`src/rtl/tune_pkg.sv`:
```
package tune_pkg;
  localparam int ADDR_W = 2;

  typedef enum logic [ADDR_W-1:0] {
    WA_PC_LO = 2'b00,
    WA_CTRL  = 2'b01,
    WA_PC_HI = 2'b10,
    WA_SC    = 2'b11
  } word_addr_e;

  typedef enum logic [1:0] {
    MODE_STBY  = 2'b00,
    MODE_AMSW  = 2'b01,
    MODE_FM    = 2'b10,
    MODE_AMDIR = 2'b11
  } mode_e;

  // control payload field positions
  localparam int CTL_MODE_LSB = 0;
  localparam int CTL_STEP_BIT = 2;
  localparam int CTL_CP_LSB   = 3;
  localparam int CP_W         = 2;
endpackage

```
`src/rtl/tsr_sync.sv`:
```
module tsr_sync #(
  parameter int W      = 3,
  parameter int STAGES = 2
) (
  input  logic         clk,
  input  logic         rst,
  input  logic [W-1:0] d_i,
  output logic [W-1:0] q_o
);
  logic [W-1:0] pipe [STAGES];

  generate
    for (genvar s = 0; s < STAGES; s++) begin : g_stage
      always_ff @(posedge clk) begin
        if (rst) pipe[s] <= '0;
        else if (s == 0) pipe[s] <= d_i;
        else pipe[s] <= pipe[(s == 0) ? 0 : s-1];
      end
    end
  endgenerate

  assign q_o = pipe[STAGES-1];
endmodule

```
`src/rtl/tsr_framer.sv`:
```
module tsr_framer #(
  parameter int WORD_W = 8
) (
  input  logic              clk,
  input  logic              rst,
  input  logic              sclk_s,
  input  logic              sdat_s,
  input  logic              sen_s,
  output logic              commit_v,
  output logic [WORD_W-1:0] commit_word
);
  localparam int CNT_W = $clog2(WORD_W + 2);
  localparam logic [CNT_W-1:0] CNT_FULL = CNT_W'(WORD_W);
  localparam logic [CNT_W-1:0] CNT_SAT  = CNT_W'(WORD_W + 1);

  logic              sclk_d;
  logic              sen_d;
  logic [CNT_W-1:0]  bit_cnt;
  logic [WORD_W-1:0] shreg;

  wire sen_rise  = sen_s & ~sen_d;
  wire sen_fall  = ~sen_s & sen_d;
  wire sclk_rise = sclk_s & ~sclk_d;

  always_ff @(posedge clk) begin
    if (rst) begin
      sclk_d      <= 1'b0;
      sen_d       <= 1'b0;
      bit_cnt     <= '0;
      shreg       <= '0;
      commit_v    <= 1'b0;
      commit_word <= '0;
    end else begin
      sclk_d   <= sclk_s;
      sen_d    <= sen_s;
      commit_v <= 1'b0;
      if (sen_rise) begin
        bit_cnt <= '0;
      end else if (sen_s && sclk_rise) begin
        shreg <= {shreg[WORD_W-2:0], sdat_s};
        if (bit_cnt != CNT_SAT) bit_cnt <= bit_cnt + 1'b1;
      end
      if (sen_fall && (bit_cnt == CNT_FULL)) begin
        commit_v    <= 1'b1;
        commit_word <= shreg;
      end
    end
  end
endmodule

```
`src/rtl/tsr_regbank.sv`:
```
module tsr_regbank
  import tune_pkg::*;
#(
  parameter int WORD_W = 8,
  parameter int PC_W   = 8,
  parameter int SC_W   = 6
) (
  input  logic              clk,
  input  logic              rst,
  input  logic              commit_v,
  input  logic [WORD_W-1:0] commit_word,
  output logic              stop_o,
  output logic              fm_o,
  output logic              am_swallow_o,
  output logic              am_direct_o,
  output logic              step_coarse_o,
  output logic [CP_W-1:0]   cp_gain_o,
  output logic [PC_W-1:0]   pc_o,
  output logic [SC_W-1:0]   sc_o
);
  localparam int DATA_W  = WORD_W - ADDR_W;
  localparam int PC_HI_W = PC_W - DATA_W;

  word_addr_e        waddr;
  logic [DATA_W-1:0] wdata;
  mode_e             wmode;
  logic [DATA_W-1:0]  pc_lo_stg;
  logic [PC_HI_W-1:0] pc_hi_stg;

  assign waddr = word_addr_e'(commit_word[WORD_W-1 -: ADDR_W]);
  assign wdata = commit_word[DATA_W-1:0];
  assign wmode = mode_e'(wdata[CTL_MODE_LSB +: 2]);

  logic unused_payload;
  assign unused_payload = ^wdata[DATA_W-1:CTL_CP_LSB+CP_W];

  always_ff @(posedge clk) begin
    if (rst) begin
      pc_lo_stg     <= '0;
      pc_hi_stg     <= '0;
      pc_o          <= '0;
      sc_o          <= '0;
      stop_o        <= 1'b1;
      fm_o          <= 1'b0;
      am_swallow_o  <= 1'b0;
      am_direct_o   <= 1'b0;
      step_coarse_o <= 1'b0;
      cp_gain_o     <= '0;
    end else if (commit_v) begin
      unique case (waddr)
        WA_PC_LO: pc_lo_stg <= wdata;
        WA_PC_HI: pc_hi_stg <= wdata[PC_HI_W-1:0];
        WA_SC: begin
          sc_o <= wdata[SC_W-1:0];
          pc_o <= {pc_hi_stg, pc_lo_stg};
        end
        WA_CTRL: begin
          stop_o        <= (wmode == MODE_STBY);
          fm_o          <= (wmode == MODE_FM);
          am_swallow_o  <= (wmode == MODE_AMSW);
          am_direct_o   <= (wmode == MODE_AMDIR);
          step_coarse_o <= wdata[CTL_STEP_BIT];
          cp_gain_o     <= wdata[CTL_CP_LSB +: CP_W];
        end
        default: ;
      endcase
    end
  end
endmodule

```
`src/rtl/tune_serial_regs.sv`:
```
module tune_serial_regs
  import tune_pkg::*;
#(
  parameter int WORD_W      = 8,
  parameter int PC_W        = 8,
  parameter int SC_W        = 6,
  parameter int SYNC_STAGES = 2
) (
  input  logic            clk,
  input  logic            rst,
  input  logic            ser_clk_i,
  input  logic            ser_dat_i,
  input  logic            ser_en_i,
  output logic            stop_o,
  output logic            fm_o,
  output logic            am_swallow_o,
  output logic            am_direct_o,
  output logic            step_coarse_o,
  output logic [1:0]      cp_gain_o,
  output logic [PC_W-1:0] pc_o,
  output logic [SC_W-1:0] sc_o
);
  logic [2:0]        pins_s;
  logic              sclk_s;
  logic              sdat_s;
  logic              sen_s;
  logic              commit_v;
  logic [WORD_W-1:0] commit_word;

  tsr_sync #(.W(3), .STAGES(SYNC_STAGES)) u_sync (
    .clk (clk),
    .rst (rst),
    .d_i ({ser_en_i, ser_dat_i, ser_clk_i}),
    .q_o (pins_s)
  );

  assign sclk_s = pins_s[0];
  assign sdat_s = pins_s[1];
  assign sen_s  = pins_s[2];

  tsr_framer #(.WORD_W(WORD_W)) u_framer (
    .clk         (clk),
    .rst         (rst),
    .sclk_s      (sclk_s),
    .sdat_s      (sdat_s),
    .sen_s       (sen_s),
    .commit_v    (commit_v),
    .commit_word (commit_word)
  );

  tsr_regbank #(.WORD_W(WORD_W), .PC_W(PC_W), .SC_W(SC_W)) u_regs (
    .clk           (clk),
    .rst           (rst),
    .commit_v      (commit_v),
    .commit_word   (commit_word),
    .stop_o        (stop_o),
    .fm_o          (fm_o),
    .am_swallow_o  (am_swallow_o),
    .am_direct_o   (am_direct_o),
    .step_coarse_o (step_coarse_o),
    .cp_gain_o     (cp_gain_o),
    .pc_o          (pc_o),
    .sc_o          (sc_o)
  );
endmodule

```
`config.mk`:
```
export PLATFORM = sky130hd
export DESIGN_NAME = tune_serial_regs
export DESIGN_NICKNAME = d
export VERILOG_FILES = /design/src/rtl/tune_pkg.sv /design/src/rtl/tsr_sync.sv /design/src/rtl/tsr_framer.sv /design/src/rtl/tsr_regbank.sv /design/src/rtl/tune_serial_regs.sv
export SDC_FILE = /design/constraint.sdc
export NUM_CORES = 1
export LEC_CHECK = 0
export ABC_CLOCK_PERIOD_IN_PS = 1330
export CAP_MARGIN = 10
export CORE_MARGIN = 1
export CORE_UTILIZATION = 49
export CTS_BUF_LIST = sky130_fd_sc_hd__clkbuf_4 sky130_fd_sc_hd__clkbuf_8 sky130_fd_sc_hd__clkbuf_16
export CTS_CLUSTER_DIAMETER = 100
export DETAILED_ROUTE_END_ITERATION = 6
export PLACE_DENSITY = 0.74
export SKIP_LAST_GASP = 1
export SYNTH_ARGS = -nofsm -noshare
export SYNTH_HDL_FRONTEND = slang
export SYNTH_SLANG_ARGS = --single-unit
```
`constraint.sdc`:
```
create_clock -name clk -period 1.33 [get_ports clk]
set_clock_uncertainty 0.15 [all_clocks]
set_input_delay 0.133 -clock clk [delete_from_list [all_inputs] [get_ports clk]]
set_output_delay 0.133 -clock clk [all_outputs]
set_load 0.02 [all_outputs]
```
==> results.toml <==
[clock_tree]
cts_buffers = 9
cts_root_buf = "clkbuf_8"
clock_sinks = 58
clk_pin_slew_ps = 60
cts_tree = "built"
cts.path.max_buffers = 2
cts.htree.levels = 3
hold_buffers = 0
clk-insertion-delay-late_ps = 330

[placed_design]
portBuffers = 25
place_ws_ps = -167.8
hpwl_um = 2563
place_area_um2 = 2569
dpl.cell_count = 305
gp_congestion = 0.7554

[worst_setup_path]
r2r-start = "u_sync.pipe[1][2]"
start_kind = "register"
crit_fanout = 5
cp_cell_sequence = "buf_6 -> nor2b_4 -> or3_1 -> mux2i_1"
criticalPathCategory = "register to register"
rrSetupSlack_ps = -30
cp.arrival_ps = 1470
reg2reg_to = "u_framer.bit_cnt[1]"
critPathRequiredTime_ps = 1440
slowest_stage = "or3_1"
endpoint_kind = "register"
cp_slowest_stage_delay_ps = 390
path_buf_inv = 1
cp_top_family = "simple AND/OR/NAND/NOR gates"
rr_worst_depth = 4

[power_and_ir_drop]
power_density_nw_per_um2 = 1109
p_leak_nw = 1.230
total_power_mw = 3.213
max-vdd-ir-drop_mv = 0.7544

[synth]
synth_seq_cells = 58
yosysMostFrequentCell = "dfxtp_1"
yosysWarnings = 0
ys_async_sr_fraction = 0
synthDistinctLibCells = 29
synth_cells = 223
synth_top_area_cell = "dfxtp_1"
ys.flop_type = "dfxtp_1"
ys_seq_area_frac = 0.5440
ys_top_cells_by_area = "dfxtp_1 (54%), mux2i_1 (14%), nand2_1 (9.0%), a21oi_1 (4.5%), nor2b_1 (2.3%)"
synth_area_um2 = 2135
synth_nets = 231
synth_edf_count = 0
synth_area_per_cell_um2 = 9.572
synth_top_area_share = 0.5440
yosys-top-cells-count = "dfxtp_1 (58), nand2_1 (51), mux2i_1 (29)"

[final_layout]
nNetsFinal = 282
final_core_util = 0.7091
drive_gt1_frac = 0.2330
fin_cells = 329
area_delta_synth_final_pct = 35.76
fin_area_um2 = 2898
n_antenna_cell = 0

[timing]
finalCritPeriodShare = 1.022
finalWorstSetupSlack_ps = -29.65
max-slew-margin-rel = 0.8136
timing.fmax_ghz = 0.7355
max_slew.worst_pin.slew_ps = 276.2
setup_viol = 5
drv_slew = 0
tns_ps = -77.65
rsz0062_at_grt = "true"
fin_crit_ps = 1360
whs_ps = 204.5
hold_viol_final = 0

[grt]
grt_overflow = 0
grt_pass1_vias = 1408
grt_max_degree = 19
antenna_found_initial = 0
grt_usage = 0.1938
grt_pass1_wl_um = 6465

[hold_path]
hold_class = "primary input to register"
hold_depth = 2
holdPathEnd = "u_sync.pipe[0][2]"
hp-start = "ser_en_i"

[drt]
ant_nets = 0
vias = 1631
routed_wl_um = 4101
drc = 0
drt_iter0_drc = 51
first_pass_iters = 4
wl_per_cell_um = 12.47
via_per_inst = 4.957

[floorplanning]
pin_count = 26
die_h_um = 68
die_w_um = 68
die-area_um2 = 4624
coreArea_um2 = 4086
num_rows = 23
start_util = 0.5224

[status]
violations = "setup timing"
outcome = "finished with violations"

[run]
drv_cap = 0
[kinds of logic (layout without fill, tap and decap cells)]
kind of cell | Yosys count | after routing | share of synthesized area
compound gates | 24 | 24 | 0.06096
fa+ha+maj | 3 | 3 | 0.01759
buf+inv | 17 | 73 | 0.03693
flops | 58 | 58 | 0.5440
mux | 29 | 29 | 0.1360
simple gates | 92 | 92 | 0.2046
[routing by layer]
layer,vias to the layer above,track usage,share of wire,wire length (µm)
met5,-,0,0,0
met4,0,0.1094,0.020,82
met3,8,0.05000,0.024,99
met2,20,0.2868,0.43,1762
met1,752,0.2544,0.53,2156
li1,851,-,-,-
[placed cells by master, fill, tap and decap left out, types with 2 or more instances in the layout]
cell type / instances
dfxtp_1: 50
nand3b_1: 3
or3_1: 4
dfxtp_4: 2
nand3_1: 2
buf_12: 3
inv_1: 3
clkbuf_8: 10
ha_1: 2
clkinv_2: 5
nor2_1: 13
a21oi_1: 17
clkdlybuf4s50_1: 4
a21oi_2: 2
mux2i_1: 28
nor3b_4: 2
dfxtp_2: 6
nand4b_1: 2
nand2_1: 51
dlygate4sd2_1: 18
nor2b_1: 7
clkdlybuf4s15_1: 3
buf_6: 6
buf_4: 17
[worst max path at each step]
stage / startpoint / end / slack [ps] / depth (start not counted)
floorplan: u_framer.commit_v / u_regs.pc_lo_stg[0] / -10 / 3
global placement: rst / u_framer.bit_cnt[1] / -130 / 5
detailed placement: rst / u_framer.shreg[5] / -170 / 5
CTS: u_framer.commit_word[7] / u_regs.stop_o / -50 / 4
global route: u_sync.pipe[1][2] / u_framer.bit_cnt[1] / -110 / 4
finish: u_sync.pipe[1][2] / u_framer.bit_cnt[1] / -30 / 4
[flip-flops by register name, indices dropped and copies added (netlist names), 2 cells and up]
name,flops
u_regs.pc_o,8
u_regs.sc_o,6
u_regs.pc_hi_stg,2
u_regs.cp_gain_o,2
u_framer.shreg,8
u_regs.pc_lo_stg,6
u_framer.bit_cnt,4
u_sync.pipe,6
u_framer.commit_word,8
[area by class of cell]
class	count	area (µm²)
Fill cell	304	1189
Sequential cell	58	1176
Multi-Input combinational cell	148	962.2
Timing Repair Buffer	52	508.0
Clock buffer	10	137.6
Tap cell	50	62.56
Clock inverter	6	32.53
Inverter	5	18.77
[report_power, final]
group,internal (mW),switching [mW]
Sequential,1.74,0.00651
Combinational,0.0373,0.0407
Clock,0.708,0.676
Total,2.49,0.723
[worst reg2reg max path, cell delays in order, from the launching register on]
cell	delay (ps)
dfxtp_4	360
buf_6	120
nor2b_4	130
or3_1	400
mux2i_1	140
[repair_timing]
| action | 4_1_cts | 5_1_grt |
|---|---|---|
| gates cloned | 0 | 1 |
| setup endpoints to repair | 39 | 39 |
| buffers inserted | 3 | 4 |
| pin swaps | 2 | 11 |
| gates resized for setup | 28 | 27 |
No activity file was read; power rests on OpenSTA's default activity.
